**src/rtl/sclgen_pkg.sv**
```systemverilog
package sclgen_pkg;

  typedef enum logic [1:0] {
    PH_IDLE = 2'd0,
    PH_LOW  = 2'd1,
    PH_RISE = 2'd2,
    PH_HIGH = 2'd3
  } phase_e;

  // Strobes from control to datapath, one cycle each
  typedef struct packed {
    logic loadLow;   // count <- low length - 1
    logic loadHigh;  // count <- high length - 1 - credit
    logic decr;      // count <- count - 1
    logic clrWait;   // rise-wait counter <- 0
    logic incWait;   // rise-wait counter += 1, saturating
  } strobe_t;

endpackage

```
**src/rtl/sclgen_datapath.sv**
```systemverilog
module sclgen_datapath
  import sclgen_pkg::*;
#(
  parameter int DIV_W  = 12,
  parameter int RISE_W = 6
) (
  input  logic              clk,
  input  logic              rstN,
  input  logic [DIV_W-1:0]  ccrDiv,
  input  logic              dutySel,
  input  logic              fastSel,
  input  logic [RISE_W-1:0] riseAllow,
  input  strobe_t           strb,
  output logic              cntZero
);

  // 16*B is the largest length, so four extra bits hold it
  localparam int CNT_W = DIV_W + 4;

  logic [CNT_W-1:0] base;
  logic [CNT_W-1:0] lowLen;
  logic [CNT_W-1:0] highLen;
  logic [CNT_W-1:0] credit;
  logic [CNT_W-1:0] waitExt;
  logic [CNT_W-1:0] allowExt;
  logic [CNT_W-1:0] capExt;
  logic [CNT_W-1:0] count;
  logic [RISE_W-1:0] waitCnt;

  // A zero divider is treated as one so the clock cannot stall
  always_comb begin
    base = {{(CNT_W-DIV_W){1'b0}}, ccrDiv};
    if (ccrDiv == '0) base = {{(CNT_W-1){1'b0}}, 1'b1};
  end

  always_comb begin
    unique case ({fastSel, dutySel})
      2'b10:   begin lowLen = base << 1; highLen = base; end
      2'b11:   begin lowLen = base << 4; highLen = (base << 3) + base; end
      default: begin lowLen = base;      highLen = base; end
    endcase
  end

  // credit = min(waited, allowance, highLen-1)
  always_comb begin
    waitExt  = {{(CNT_W-RISE_W){1'b0}}, waitCnt};
    allowExt = {{(CNT_W-RISE_W){1'b0}}, riseAllow};
    capExt   = highLen - 1'b1;
    credit   = (waitExt < allowExt) ? waitExt : allowExt;
    if (credit > capExt) credit = capExt;
  end

  always_ff @(posedge clk or negedge rstN) begin
    if (!rstN) begin
      count <= '0;
    end else if (strb.loadLow) begin
      count <= lowLen - 1'b1;
    end else if (strb.loadHigh) begin
      count <= highLen - 1'b1 - credit;
    end else if (strb.decr) begin
      count <= count - 1'b1;
    end
  end

  always_ff @(posedge clk or negedge rstN) begin
    if (!rstN) begin
      waitCnt <= '0;
    end else if (strb.clrWait) begin
      waitCnt <= '0;
    end else if (strb.incWait && (waitCnt != {RISE_W{1'b1}})) begin
      waitCnt <= waitCnt + 1'b1;
    end
  end

  assign cntZero = (count == '0);

  // the loaded high count always leaves at least one high cycle
  p_high_load_bound_r6: assert property (@(posedge clk) disable iff (!rstN)
    strb.loadHigh |=> (count < $past(highLen)));

  // control never counts down past zero
  p_no_underflow_r1: assert property (@(posedge clk) disable iff (!rstN)
    strb.decr |-> !cntZero);

endmodule

```
**src/rtl/sclgen_ctrl.sv**
```systemverilog
module sclgen_ctrl
  import sclgen_pkg::*;
(
  input  logic    clk,
  input  logic    rstN,
  input  logic    enable,
  input  logic    sclIn,
  input  logic    cntZero,
  output strobe_t strb,
  output logic    sclDriveLow,
  output logic    fallTick,
  output logic    riseTick
);

  phase_e phase, phaseNext;
  logic   fallNext, riseNext;

  always_comb begin
    phaseNext = phase;
    strb      = '0;
    fallNext  = 1'b0;
    riseNext  = 1'b0;
    if (!enable) begin
      phaseNext = PH_IDLE;
    end else begin
      unique case (phase)
        PH_IDLE: begin
          phaseNext    = PH_LOW;
          strb.loadLow = 1'b1;
          fallNext     = 1'b1;
        end
        PH_LOW: begin
          if (cntZero) begin
            phaseNext    = PH_RISE;
            strb.clrWait = 1'b1;
          end else begin
            strb.decr = 1'b1;
          end
        end
        PH_RISE: begin
          if (sclIn) begin
            phaseNext     = PH_HIGH;
            strb.loadHigh = 1'b1;
            riseNext      = 1'b1;
          end else begin
            strb.incWait = 1'b1;
          end
        end
        PH_HIGH: begin
          if (!sclIn || cntZero) begin
            phaseNext    = PH_LOW;
            strb.loadLow = 1'b1;
            fallNext     = 1'b1;
          end else begin
            strb.decr = 1'b1;
          end
        end
        default: phaseNext = PH_IDLE;
      endcase
    end
  end

  always_ff @(posedge clk or negedge rstN) begin
    if (!rstN) begin
      phase       <= PH_IDLE;
      sclDriveLow <= 1'b0;
      fallTick    <= 1'b0;
      riseTick    <= 1'b0;
    end else begin
      phase       <= phaseNext;
      sclDriveLow <= (phaseNext == PH_LOW);
      fallTick    <= fallNext;
      riseTick    <= riseNext;
    end
  end

  p_release_when_off_r9: assert property (@(posedge clk) disable iff (!rstN)
    !enable |=> (!sclDriveLow && !fallTick && !riseTick));

  p_sync_to_low_r7: assert property (@(posedge clk) disable iff (!rstN)
    (enable && phase == PH_HIGH && !sclIn) |=> (sclDriveLow && fallTick));

  p_stretch_holds_r5: assert property (@(posedge clk) disable iff (!rstN)
    (enable && phase == PH_RISE && !sclIn) |=> (!sclDriveLow && !riseTick));

  p_fall_marks_edge_r8: assert property (@(posedge clk) disable iff (!rstN)
    $rose(sclDriveLow) |-> fallTick);

  p_rise_tick_released_r8: assert property (@(posedge clk) disable iff (!rstN)
    riseTick |-> !sclDriveLow);

  p_reset_quiet_r10: assert property (@(posedge clk)
    !rstN |-> (!sclDriveLow && !fallTick && !riseTick));

endmodule

```
**src/rtl/scl_clk_gen.sv**
```systemverilog
module scl_clk_gen
  import sclgen_pkg::*;
#(
  parameter int DIV_W  = 12,
  parameter int RISE_W = 6
) (
  input  logic              clk,
  input  logic              rstN,
  input  logic              enable,
  input  logic [DIV_W-1:0]  ccrDiv,
  input  logic              dutySel,
  input  logic              fastSel,
  input  logic [RISE_W-1:0] riseAllow,
  input  logic              sclIn,
  output logic              sclDriveLow,
  output logic              fallTick,
  output logic              riseTick
);

  strobe_t strb;
  logic    cntZero;

  sclgen_ctrl u_ctrl (
    .clk         (clk),
    .rstN        (rstN),
    .enable      (enable),
    .sclIn       (sclIn),
    .cntZero     (cntZero),
    .strb        (strb),
    .sclDriveLow (sclDriveLow),
    .fallTick    (fallTick),
    .riseTick    (riseTick)
  );

  sclgen_datapath #(.DIV_W(DIV_W), .RISE_W(RISE_W)) u_dp (
    .clk       (clk),
    .rstN      (rstN),
    .ccrDiv    (ccrDiv),
    .dutySel   (dutySel),
    .fastSel   (fastSel),
    .riseAllow (riseAllow),
    .strb      (strb),
    .cntZero   (cntZero)
  );

endmodule

```
**config.mk**
```make
export PLATFORM = sky130hd
export DESIGN_NAME = scl_clk_gen
export DESIGN_NICKNAME = d
export VERILOG_FILES = /design/src/rtl/sclgen_pkg.sv /design/src/rtl/sclgen_datapath.sv /design/src/rtl/sclgen_ctrl.sv /design/src/rtl/scl_clk_gen.sv
export SDC_FILE = /design/constraint.sdc
export NUM_CORES = 1
export LEC_CHECK = 0
export BUFFER_PORTS_ARGS = -buffer_cell sky130_fd_sc_hd__buf_4
export CORE_MARGIN = 3
export CORE_UTILIZATION = 60
export DETAILED_ROUTE_END_ITERATION = 10
export GPL_TIMING_DRIVEN = 0
export PLACE_DENSITY = 0.77
export SKIP_CTS_REPAIR_TIMING = 1
export SLEW_MARGIN = 5
export SYNTH_ARGS = -nofsm -noshare
export SYNTH_HDL_FRONTEND = slang
export SYNTH_SLANG_ARGS = --single-unit
```
**constraint.sdc**
```tcl
create_clock -name clk -period 11.8 [get_ports clk]
set_clock_uncertainty 0.1 [all_clocks]
set_input_delay 2.36 -clock clk [delete_from_list [all_inputs] [get_ports clk]]
set_output_delay 2.36 -clock clk [all_outputs]
set_load 0.05 [all_outputs]
```
# ---- Word-level counts from Yosys, hierarchy flattened
# Cells that the tools add are included.
dict set report op_classes {
  order_cmp 2
  eq_ne 7
  addsub 6
  muxes 29
  reduce_logical 8
}
# op count
set ops {}
lappend ops {{$mux W16} 5}
lappend ops {{$sub A16 B1 Y16 const B} 3}
lappend ops {{$pmux W16 S2} 1}
lappend ops {{$mux W6} 3}
lappend ops {{$add A15 B12 Y16} 1}
lappend ops {{$gt A16 B16 Y1} 1}
lappend ops {{$logic_not A16 Y1} 1}
lappend ops {{$sub A16 B16 Y16} 1}
lappend ops {{$logic_not A12 Y1} 1}
lappend ops {{$mux W12} 1}
lappend ops {{$mux W1} 11}
lappend ops {{$eq A2 B2 Y1 const B} 4}
lappend ops {{$mux W2} 4}
lappend ops {{$pmux W2 S4} 1}
lappend ops {{$add A6 B1 Y6 const B} 1}
lappend ops {{$lt A6 B6 Y1} 1}
lappend ops {{$ne A6 B6 Y1 const B} 1}
lappend ops {{$mux W5} 1}
lappend ops {{$eq A2 B1 Y1 const B} 2}
lappend ops {{$pmux W1 S2} 2}
lappend ops {{$reduce_bool A3 Y1} 1}
lappend ops {{$logic_not A2 Y1} 1}
lappend ops {{$reduce_bool A2 Y1} 1}
lappend ops {{$logic_and A1 B1 Y1} 1}
lappend ops {{2 further kinds} 2}
dict set report word_totals {
  word_cells 58
  register_bits 27
  in_bits 24
}

# ---- Depth between registers and ports, before layout
# Gate-level depths: netlist (run 1).
dict set report depth {
  depth_word 10
  depth_mapped 34
  ltp_nobuf 33
}

# ---- Hierarchy
# A second synthesis (run 1) with hierarchy kept.
dict set report hier_totals {
  hier_cells 582
  area_unflattened_um2 4159.0
}
# module n_inst area_each_um2 cells_per_inst seq_area_each_um2
set by_module_without_submodules {}
lappend by_module_without_submodules {sclgen_datapath 1 3826.2 548 550.5}
lappend by_module_without_submodules {sclgen_ctrl 1 332.8 34 125.1}

# ---- Least setup slack after synthesis (run 1)
# No wires, ideal clock.
dict set report synth_timing {
  kind {input-to-reg}
  startpoint {input ccrDiv[3]}
  endpoint {register u_dp.count[8]}
  setup_time_ns 0.136
  arrival_ns 7.844
  path_stages 29
  slack_ns 3.720
  n_path_buf 1
  required_time_ns 11.564
  cell_sequence {buf_6 > nor4_2 > a41oi_4 > inv_4 > ha_1 > fa_1 > nor2_1 > a21oi_1 > or4b_4 > or2_4 > nor4_4 > and2_4 > nand4b_4 > xnor2_4 > nand4b_4 > mux2i_1 > ha_1 > inv_1 > fa_1 > a21o_1 > a21oi_1 > o21ai_0 > a21oi_1 > o21ai_0 > o21ai_0 > a21oi_1 > xnor2_1 > nor2_1 > o22ai_1}
}
dict set report synth_between {
  elab_chain_cells 10
  elab_cells_between_ends 12
  classes_between {4 x add/sub; 1 x order compare; 6 x mux; 1 x reduce/logical}
}
# element line_no
set synth_lines {}
lappend synth_lines {{from (decl)} scl_clk_gen.sv:10} ;# input logic [DIV_W-1:0] ccrDiv,
lappend synth_lines {{$logic_not A12 Y1} sclgen_datapath.sv:33} ;# if (ccrDiv == '0) base = {{(CNT_W-1){1'b0}}, 1'b1};
lappend synth_lines {{$mux W12 *} sclgen_datapath.sv:33}
lappend synth_lines {{$add A15 B12 Y16} sclgen_datapath.sv:39} ;# 2'b11: begin lowLen = base << 4; highLen = (base << 3) + base; end
lappend synth_lines {{$mux W16} sclgen_datapath.sv:37} ;# unique case ({fastSel, dutySel})
lappend synth_lines {{$sub A16 B1 Y16} {sclgen_datapath.sv:48, sclgen_datapath.sv:59}}
lappend synth_lines {{$gt A16 B16 Y1} sclgen_datapath.sv:50} ;# if (credit > capExt) credit = capExt;
lappend synth_lines {{$mux W16} sclgen_datapath.sv:50}
lappend synth_lines {{$sub A16 B16 Y16} sclgen_datapath.sv:59} ;# count <= highLen - 1'b1 - credit;
lappend synth_lines {{$mux W16} sclgen_datapath.sv:58} ;# end else if (strb.loadHigh) begin
lappend synth_lines {{$mux W16 *} sclgen_datapath.sv:56} ;# end else if (strb.loadLow) begin
lappend synth_lines {{to (signal assigned)} sclgen_datapath.sv:57} ;# count <= lowLen - 1'b1;
lappend synth_lines {{to (signal assigned)} sclgen_datapath.sv:59}
lappend synth_lines {{to (signal assigned)} sclgen_datapath.sv:61} ;# count <= count - 1'b1;
lappend synth_lines {{to (decl)} sclgen_datapath.sv:27} ;# logic [CNT_W-1:0] count;
# Every way passes the cells marked *; elsewhere a longest branch is shown, timed or not.
# A chain may end at the register's enable or synchronous reset.

# ---- Final worst setup path (run 1)
# Ends and elaborated chain as after synthesis.

==> results.sh, run 1 <==
export IMPL_outcome="finished, final reports clean"
export IMPL_grt_pass1_vias=4216
export IMPL_postSynthRegisterBits=27
export IMPL_leakage_power_figure_nw=1.969
export IMPL_cts_buffers_inserted=3
export IMPL_postPlaceCellArea_sq_um=4561
export IMPL_clkSlewWorstSetupHoldPaths_ns=0.10
export IMPL_totalWireLength_um=11260
export IMPL_crit_buf_inv=4
export IMPL_grt_max_degree=28
export IMPL_synthDominantAreaCellType="sky130_fd_sc_hd__dfrtp_1"
export IMPL_tightestPinTransition_ns=0.7265
export IMPL_rows=30
export IMPL_synth_cell_type_count=76
export IMPL_drive_above_1_share=0.09950
export IMPL_wl_met2_um=5629
export IMPL_clockBufferDepth=2
export IMPL_via_count=4439
export IMPL_drt_pre_antenna_iters=5
export IMPL_finalInstanceArea_sq_um=4607
export IMPL_drv_cap=0
export IMPL_synthMostInstantiatedCell="sky130_fd_sc_hd__nor2_1"
export IMPL_timing_critical_path_to_type="flip-flop"
export IMPL_drc_errors=0
export IMPL_drt_antenna_violating_nets=0
export IMPL_maxUsedRoutingLayer="met4"
export IMPL_root_buffer_master="sky130_fd_sc_hd__clkbuf_8"
export IMPL_critPathLaunch="ccrDiv[3]"
export IMPL_post_synth_cell_area_avg_sq_um=7.410
export IMPL_critPathTopFamily="compound AO/OA/AOI/OAI gates"
export IMPL_yosys_area_top_type_share=0.1575
export IMPL_grt_setup_unrepaired="no"
export IMPL_die_area_sq_um=8201
export IMPL_startpoint_type="primary input"
export IMPL_hold_class="reg -> reg"
export IMPL_maxSlewViolCount=0
export IMPL_layoutNonFillerInstCount=699
export IMPL_postSynthNetCount=637
export IMPL_place_detailed_hpwl_um=8918
export IMPL_global_route_overflow_total=0
export IMPL_tritoncts_clock_tree="yes"
export IMPL_met1_length_um=4903
export IMPL_synth_common_cells="sky130_fd_sc_hd__nor2_1, sky130_fd_sc_hd__nand2_1, sky130_fd_sc_hd__o21ai_0"
export IMPL_yosysSeqAreaShare=0.1575
export IMPL_synth_warnings=0
export IMPL_clk_latency_ns=0.28
export IMPL_clock_sinks=27
export IMPL_mappedNetlistArea_sq_um=4290
export IMPL_worst_setup_path_type="in -> reg"
export IMPL_i_o_pins=27
export IMPL_fp_dieW_um=90.56
export IMPL_synthToLayoutAreaGrowth_pct=7.378
export IMPL_slowest_cell_delay_on_critical_path_ns=0.60
export IMPL_min_period_ns=9.034
export IMPL_critical_path_peak_fanout=10
export IMPL_placeableCoreArea_sq_um=6869
export IMPL_share_of_the_clock_period_used_by_the_worst_path_after_layout=0.7656
export IMPL_via_per_inst=6.351
export IMPL_arrival_ns=9.14
export IMPL_worst_r2r_start="u_dp.waitCnt[1]"
export IMPL_met3_length_um=513
export IMPL_dpl_worst_slack_ns=2.538
export IMPL_worst_endpoint_required_ns=11.91
export IMPL_async_reset_ff_frac=1.000
export IMPL_critical_path_slowest_cell="sky130_fd_sc_hd__mux2i_1"
export IMPL_io_buffer_count=20
export IMPL_post_synth_edffs=0
export IMPL_hold_worst_slack_ns=0.4993
export IMPL_syn_inst=579
export IMPL_achievable_frequency_mhz=110.7
export IMPL_finalSetupViolations=0
export IMPL_finalWorstSetupSlack_ns=2.766
export IMPL_finalWeightedCongestion=0.8895
export IMPL_fin_tns_setup_ns=0
export IMPL_grt_first_pass_wirelength_um=19060
export IMPL_hold_start="u_dp.count[10]"
export IMPL_drt_iter0_drc=225
export IMPL_final_net_count=662
export IMPL_place_detailed_instances=695
export IMPL_vdd_drop_max_mv=0.04062
export IMPL_cts_htree_levels=1
export IMPL_cellPowerDensity_nw_per_um2=75.30
export IMPL_n_antenna_cell=0
export IMPL_synth_main_ff_cell="sky130_fd_sc_hd__dfrtp_1"
export IMPL_finalHoldViolCount=0
export IMPL_floorplan_initialDensity=0.6246
export IMPL_max_slew_margin=0.5127
export IMPL_wire_per_inst_um=16.11
export IMPL_chipHeight_um=90.56
export IMPL_antenna_violations_before_repair=0
export IMPL_grtUsageTotal=0.2723
export IMPL_synth_area_leaders="sky130_fd_sc_hd__dfrtp_1, sky130_fd_sc_hd__ha_1, sky130_fd_sc_hd__xnor2_1, sky130_fd_sc_hd__nor2_1, sky130_fd_sc_hd__o21ai_0"
## stage by stage
step | power [W] | util
3_3_place_gp | 0.0002848 | 0.6639
2_1_floorplan | 0.0002479 | -
4_1_cts | 0.0003425 | 0.6707
3_5_place_dp | 0.0002901 | 0.6639
6_report | 0.0003469 | 0.6707
5_1_grt | 0.0003715 | 0.6707
## where the power goes
part           internal (W)  total [W]  leakage [nW]  switching (W)
combinational     0.0000688   0.000169          1.60       0.000100
sequential         0.000106   0.000123         0.346      0.0000170
clock             0.0000237  0.0000544        0.0255      0.0000306
total              0.000199   0.000347          1.97       0.000148
## path summary, 6_finish.rpt
path,to,cells past startpoint,slack (ns)
max in group asynchronous,u_dp.count[9],1,9.46
worst min-delay path,u_dp.count[10],2,0.50
worst max register to register,u_dp.count[8],32,5.27
worst max-delay path,u_dp.count[8],30,2.77
min in group asynchronous,u_dp.waitCnt[1],1,1.87
worst min register to register,u_dp.count[10],2,0.50
## state kept, by name, summed over array words and instances, names as in the netlist
| name | flops |
|---|---|
| u_ctrl.riseTick | 1 |
| u_ctrl.phase | 2 |
| u_ctrl.sclDriveLow | 1 |
| u_dp.count | 16 |
| u_dp.waitCnt | 6 |
| u_ctrl.fallTick | 1 |
## worst min-delay path, stage by stage (launching register included)
cell and delay (ns):
sky130_fd_sc_hd__dfrtp_1 0.41, sky130_fd_sc_hd__a31oi_1 0.10, sky130_fd_sc_hd__o31ai_1 0.06
## cell type report
type | instances | area [sq um]
clock buffer | 3 | 41.29
timing repair buffer | 20 | 150.1
sequential | 27 | 675.6
fill | 634 | 2262
buffer | 37 | 157.7
tap | 96 | 120.1
multi-input combinational | 487 | 3349
inverter | 28 | 107.6
clock inverter | 1 | 5.005
## layer usage
metal / vias to the layer above / global-route usage
met3: 19 / 0.01917
met4: 0 / 0.08163
li1: 2154 / -
met5: - / 0
met1: 2096 / 0.3383
met2: 170 / 0.4997
## kinds of logic (layout without fill, tap and decap cells)
logic type | count (synthesis) | in the layout | share of synthesized area
simple gates | 226 | 226 | 0.2800
compound gates | 157 | 157 | 0.2406
buf+inv | 65 | 89 | 0.06182
xor+xnor | 42 | 42 | 0.09012
fa+ha+maj | 36 | 36 | 0.1073
flops | 27 | 27 | 0.1575
mux | 26 | 26 | 0.06270
## placed cells by master (no fill, tap or decap), types with 4 or more instances in the layout
| master | instances |
|---|---|
| sky130_fd_sc_hd__or2_2 | 4 |
| sky130_fd_sc_hd__and3_1 | 7 |
| sky130_fd_sc_hd__mux2i_1 | 19 |
| sky130_fd_sc_hd__a211oi_1 | 5 |
| sky130_fd_sc_hd__buf_2 | 6 |
| sky130_fd_sc_hd__or3_1 | 8 |
| sky130_fd_sc_hd__nor2b_1 | 8 |
| sky130_fd_sc_hd__ha_1 | 32 |
| sky130_fd_sc_hd__nand4_1 | 9 |
| sky130_fd_sc_hd__xnor2_1 | 27 |
| sky130_fd_sc_hd__mux2_2 | 7 |
| sky130_fd_sc_hd__a21boi_0 | 4 |
| sky130_fd_sc_hd__nor3_1 | 22 |
| sky130_fd_sc_hd__nand2b_1 | 7 |
| sky130_fd_sc_hd__o211ai_1 | 6 |
| sky130_fd_sc_hd__nand2_1 | 51 |
| sky130_fd_sc_hd__a21o_1 | 4 |
| sky130_fd_sc_hd__and2_1 | 5 |
| sky130_fd_sc_hd__o21ai_0 | 43 |
| sky130_fd_sc_hd__a31oi_1 | 14 |
| sky130_fd_sc_hd__nand3_1 | 19 |
| sky130_fd_sc_hd__clkbuf_1 | 26 |
| sky130_fd_sc_hd__xor2_1 | 14 |
| sky130_fd_sc_hd__o21a_1 | 4 |
| sky130_fd_sc_hd__buf_4 | 21 |
| sky130_fd_sc_hd__dfrtp_1 | 27 |
| sky130_fd_sc_hd__nor2_1 | 61 |
| sky130_fd_sc_hd__inv_1 | 26 |
| sky130_fd_sc_hd__a21oi_1 | 37 |
Power figures use the tool's default switching activity.
==> run 2: changes to the inputs <==
- clock period: 11.8 -> 8.74 ns (I/O delays scaled with it)
==> run 2 against run 1 <==
Effect of this change: register-to-register slack worse by 2.9 ns; count of clock-buffer cells in the layout unchanged; combinational power up 36%; setup slack worse by 2.2 ns; largest power group unchanged; largest cell class unchanged; clock power up 34%.
==> results.sh, run 2 (same netlist as run 1, synthesis figures left out) <==
export IMPL_outcome="finished, final reports clean"
export IMPL_r2r_end="u_dp.count[9]"
export IMPL_floorplan_initialDensity=0.6246
export IMPL_power_switching_fraction=0.4264
export IMPL_grt_first_pass_wirelength_um=19060
export IMPL_rows=30
export IMPL_maxSlewViolCount=0
export IMPL_die_area_sq_um=8201
export IMPL_cell_internal_pwr_w=0.0002692
export IMPL_vdd_drop_max_mv=0.05438
export IMPL_min_period_ns=8.137
export IMPL_seq_area_sq_um=675.6
export IMPL_min_delay_path_depth=2
export IMPL_wire_per_inst_um=16.06
export IMPL_drt_antenna_violating_nets=0
export IMPL_n_antenna_cell=0
export IMPL_drv_cap=0
export IMPL_chipHeight_um=90.56
export IMPL_achievable_frequency_mhz=122.9
export IMPL_timing_critical_path_to_type="flip-flop"
export IMPL_tritoncts_clock_tree="yes"
export IMPL_clk_latency_ns=0.28
export IMPL_fill_cells=630
export IMPL_grt_pass1_vias=4216
export IMPL_via_per_inst=6.269
export IMPL_slowest_cell_delay_on_critical_path_ns=0.46
export IMPL_setup_reg_to_reg_worst_slack_ns=2.33
export IMPL_clock_sinks=27
export IMPL_final_core_utilization=0.6741
export IMPL_final_net_count=662
export IMPL_largest_register_ff_count=16
export IMPL_grt_max_degree=28
export IMPL_hold_path_end="u_dp.count[10]"
export IMPL_reg_largest_list="u_dp.count: 16 flops, u_dp.waitCnt: 6 flops, u_ctrl.phase: 2 flops"
export IMPL_power_share_clock=0.155
export IMPL_registers_top_by_ff_count="u_dp.count"
export IMPL_cts_buffers_inserted=3
export IMPL_critical_path_slowest_cell="sky130_fd_sc_hd__a211oi_1"
export IMPL_drt_iter0_drc=216
export IMPL_antenna_violations_before_repair=0
export IMPL_p_sw_w=0.0002001
export IMPL_leakage_power_figure_nw=1.972
export IMPL_root_buffer_master="sky130_fd_sc_hd__clkbuf_8"
export IMPL_placeableCoreArea_sq_um=6869
export IMPL_finalHoldViolCount=0
export IMPL_critical_path_peak_fanout=10
export IMPL_via_count=4382
export IMPL_grtUsageTotal=0.2723
export IMPL_synthToLayoutAreaGrowth_pct=7.932
export IMPL_share_of_the_clock_period_used_by_the_worst_path_after_layout=0.9310
export IMPL_drive_above_1_share=0.1045
export IMPL_arrival_ns=8.18
export IMPL_worst_r2r_cell_count=30
export IMPL_global_route_overflow_total=0
export IMPL_i_o_pins=27
export IMPL_worst_endpoint_required_ns=8.79
export IMPL_layout_commonest_cell="sky130_fd_sc_hd__nor2_1"
export IMPL_fp_dieW_um=90.56
export IMPL_tightestPinTransition_ns=0.6825
export IMPL_worst_r2r_start="u_dp.waitCnt[1]"
export IMPL_cellPowerDensity_nw_per_um2=101.4
export IMPL_io_buffer_count=20
export IMPL_drt_pre_antenna_iters=5
export IMPL_hold_class="reg -> reg"
export IMPL_max_slew_margin=0.5423
export IMPL_totalWireLength_um=11230
export IMPL_combinationalPowerShare=0.491
export IMPL_clockBufferDepth=2
export IMPL_worst_setup_path_type="in -> reg"
export IMPL_cts_htree_levels=1
export IMPL_clkSlewWorstSetupHoldPaths_ns=0.09
export IMPL_final_cell_mix="sky130_fd_sc_hd__nor2_1, sky130_fd_sc_hd__nand2_1, sky130_fd_sc_hd__o21ai_0, sky130_fd_sc_hd__a21oi_1, sky130_fd_sc_hd__ha_1"
export IMPL_finalWeightedCongestion=0.8895
export IMPL_hold_start="u_dp.count[10]"
export IMPL_footprint_of_the_multi_input_gates_sq_um=3373
export IMPL_drc_errors=0
export IMPL_place_detailed_hpwl_um=8918
export IMPL_finalSetupViolations=0
export IMPL_hold_worst_slack_ns=0.5034
export IMPL_startpoint_type="primary input"
export IMPL_seq_power_share=0.354
-- run 2: cell counts in the layout (fill, tap and decap cells not counted) --
No cell type changed its count.
-- run 2: worst max-delay path: cells and delay by family --
family | cells | cell delay (ns)
adder cells (fa/ha/maj) | 3 | 0.74
AO/OA/AOI/OAI | 11 | 2.47
buffers and inverters | 3 | 0.41
multiplexers | 1 | 0.34
XOR/XNOR | 2 | 0.48
AND/OR/NAND/NOR | 8 | 1.98
-- run 2: per-stage QoR --
stage	cells	setup WS [ns]	TNS, ns	cell area (sq um)	power [W]
CTS	699	0.3710	0	4607	0.0004625
global route	699	-0.01401	-0.01401	4631	0.0005034
floorplan	579	1.272	0	4290	0.0003347
global placement	695	0.2364	0	4561	0.0003844
detailed placement	695	0.08992	0	4561	0.0003917
finish	699	0.6032	0	4631	0.0004694
-- run 2: cell type report --
class / instances / share of cell area
Multi-Input combinational cell: 487 / 0.7285
Clock buffer: 3 / 0.008917
Buffer: 37 / 0.03404
Tap cell: 96 / 0.02594
Clock inverter: 1 / 0.001081
Inverter: 28 / 0.02324
Timing Repair Buffer: 20 / 0.03242
Sequential cell: 27 / 0.1459
-- run 2: routing by layer --
layer,wire (um),track usage,up-vias
met5,0,0,-
met4,225,0.08163,0
met3,534,0.01917,21
met2,5620,0.4997,152
met1,4845,0.3383,2059
li1,-,-,2150
-- run 2: power by group through the flow --
stage               Combinational, W  Clock [W]  Sequential [W]
floorplan                   0.000169          0        0.000165
global placement            0.000218          0        0.000167
detailed placement          0.000225          0        0.000167
CTS                         0.000226  0.0000717        0.000165
global route                0.000258  0.0000770        0.000169
finish                      0.000230  0.0000728        0.000166
-- run 2: worst max-delay path by stage --
stage | start | endpoint | depth (start not counted)
global route | ccrDiv[3] | u_dp.count[9] | 28
floorplan | ccrDiv[3] | u_dp.count[8] | 29
detailed placement | ccrDiv[3] | u_dp.count[8] | 30
global placement | ccrDiv[11] | u_dp.count[8] | 29
finish | ccrDiv[3] | u_dp.count[9] | 28
CTS | ccrDiv[3] | u_dp.count[8] | 30
==> run 3: changes to the inputs <==
- BUFFER_PORTS_ARGS: -buffer_cell sky130_fd_sc_hd__buf_4 -> -buffer_cell sky130_fd_sc_hd__buf_2
- TNS_END_PERCENT: unset -> 10
==> run 3 against run 2 <==
Effect of this change: routed wire length is 0.90% lower; maximum frequency fell by 1.1%; clock power is 6.7% higher; non-clock buffer count did not move; cell area is 1.3% lower; hold slack better by 0.012 ns; combinational power is 2% lower; sequential power about the same; die area unchanged; setup slack got worse by 0.093 ns; utilization decreased by 0.87 points.
==> results.sh, run 3 (same netlist as run 1, synthesis figures left out) <==
export IMPL_outcome="finished, final reports clean"
export IMPL_final_cell_mix="sky130_fd_sc_hd__nor2_1, sky130_fd_sc_hd__nand2_1, sky130_fd_sc_hd__o21ai_0, sky130_fd_sc_hd__a21oi_1, sky130_fd_sc_hd__ha_1"
export IMPL_place_detailed_instances=695
export IMPL_synthToLayoutAreaGrowth_pct=6.532
export IMPL_root_buffer_master="sky130_fd_sc_hd__clkbuf_8"
export IMPL_grt_pass1_vias=4046
export IMPL_placeableCoreArea_sq_um=6869
export IMPL_largest_register_ff_count=16
export IMPL_achievable_frequency_mhz=121.5
export IMPL_grtUsageTotal=0.2668
export IMPL_i_o_pins=27
export IMPL_min_period_ns=8.229
export IMPL_drt_iter0_drc=183
export IMPL_timing_critical_path_to_type="flip-flop"
export IMPL_floorplan_initialDensity=0.6246
export IMPL_layoutNonFillerInstCount=699
export IMPL_maxSlewViolCount=0
export IMPL_crit_buf_inv=3
export IMPL_tritoncts_clock_tree="yes"
export IMPL_drv_cap=0
export IMPL_critical_path_slowest_cell="sky130_fd_sc_hd__xor2_1"
export IMPL_drt_pre_antenna_iters=5
export IMPL_grt_first_pass_wirelength_um=18500
export IMPL_rows=30
export IMPL_critPathTopFamily="compound AO/OA/AOI/OAI gates"
export IMPL_worst_endpoint_required_ns=8.80
export IMPL_antenna_violations_before_repair=0
export IMPL_clk_latency_ns=0.29
export IMPL_n_antenna_cell=0
export IMPL_tightestPinTransition_ns=0.7138
export IMPL_via_count=4378
export IMPL_finalWeightedCongestion=0.8989
export IMPL_startpoint_type="primary input"
export IMPL_finalHoldViolCount=0
export IMPL_drt_antenna_violating_nets=0
export IMPL_hold_worst_slack_ns=0.5155
export IMPL_share_of_the_clock_period_used_by_the_worst_path_after_layout=0.9416
export IMPL_clockBufferDepth=2
export IMPL_hold_class="reg -> reg"
export IMPL_io_buffer_count=20
export IMPL_finalSetupViolations=0
export IMPL_most_used_cell_along_the_critical_path="sky130_fd_sc_hd__xor2_1"
export IMPL_cts_htree_levels=1
export IMPL_leakage_power_figure_nw=1.955
export IMPL_final_net_count=662
export IMPL_grt_setup_unrepaired="no"
export IMPL_fin_tns_setup_ns=0
export IMPL_clock_sinks=27
export IMPL_fp_dieW_um=90.56
export IMPL_drive_above_1_share=0.1045
export IMPL_worst_setup_path_type="in -> reg"
export IMPL_max_slew_margin=0.5225
export IMPL_totalWireLength_um=11120
export IMPL_via_per_inst=6.263
export IMPL_place_detailed_hpwl_um=8919
export IMPL_vdd_drop_max_mv=0.06085
export IMPL_cellPowerDensity_nw_per_um2=102.9
export IMPL_footprint_of_the_multi_input_gates_sq_um=3359
export IMPL_fill_cells=645
export IMPL_seq_area_sq_um=675.6
export IMPL_cts_buffers_inserted=3
export IMPL_reg_largest_list="u_dp.count: 16 flops, u_dp.waitCnt: 6 flops, u_ctrl.phase: 2 flops"
export IMPL_slowest_cell_delay_on_critical_path_ns=0.61
export IMPL_drc_errors=0
export IMPL_clkSlewWorstSetupHoldPaths_ns=0.10
export IMPL_wire_per_inst_um=15.91
export IMPL_die_area_sq_um=8201
export IMPL_registers_top_by_ff_count="u_dp.count"
export IMPL_chipHeight_um=90.56
export IMPL_critical_path_peak_fanout=10
export IMPL_global_route_overflow_total=0
export IMPL_arrival_ns=8.29
export IMPL_layout_commonest_cell="sky130_fd_sc_hd__nor2_1"
export IMPL_grt_max_degree=28
[run 3: path summary, 6_finish.rpt]
kind / cells past startpoint / endpoint / startpoint / slack, ns
setup / recovery: 28 / u_dp.count[9] / ccrDiv[3] / 0.51
hold / removal: 2 / u_dp.count[15] / u_dp.count[15] / 0.52
setup reg to reg: 30 / u_dp.count[9] / u_dp.waitCnt[1] / 2.36
hold reg to reg: 2 / u_dp.count[15] / u_dp.count[15] / 0.52
max in group asynchronous: 1 / u_ctrl.sclDriveLow / rstN / 6.79
min in group asynchronous: 1 / u_dp.waitCnt[3] / rstN / 1.35
[run 3: worst min-delay path: stages (launching register included)]
cell and delay [ns]:
sky130_fd_sc_hd__dfrtp_1 0.36, sky130_fd_sc_hd__o21ai_0 0.09, sky130_fd_sc_hd__a31oi_1 0.13
[run 3: final cells by class]
cell class / count / share of cell area
clock inverter: 1 / 0.001916
multi-input combinational: 487 / 0.7350
inverter: 28 / 0.02354
timing repair buffer: 20 / 0.02190
sequential: 27 / 0.1478
tap: 96 / 0.02628
buffer: 37 / 0.03449
clock buffer: 3 / 0.009034
[run 3: stage by stage]
step                      setup WS (ns)  utilization   power, W  area (sq um)
after global placement           0.2483       0.6566  0.0003814          4511
after CTS                        0.4415       0.6639  0.0004662          4561
after floorplan                   1.272            -  0.0003347          4290
after global routing           0.007719       0.6654  0.0005054          4571
after detailed placement         0.1600       0.6566  0.0003887          4511
final                            0.5106       0.6654  0.0004701          4571
[run 3: per-layer routing]
metal	global-route usage	routed length, um
met1	0.3375	4781
met2	0.4873	5576
met3	0.01667	546
met4	0.07270	221
met5	0	0
[run 3: where the power goes]
| group | internal (W) | switching (W) |
|---|---|---|
| registers | 0.000143 | 0.0000225 |
| clock network | 0.0000336 | 0.0000441 |
| logic | 0.0000904 | 0.000136 |
| total | 0.000268 | 0.000203 |
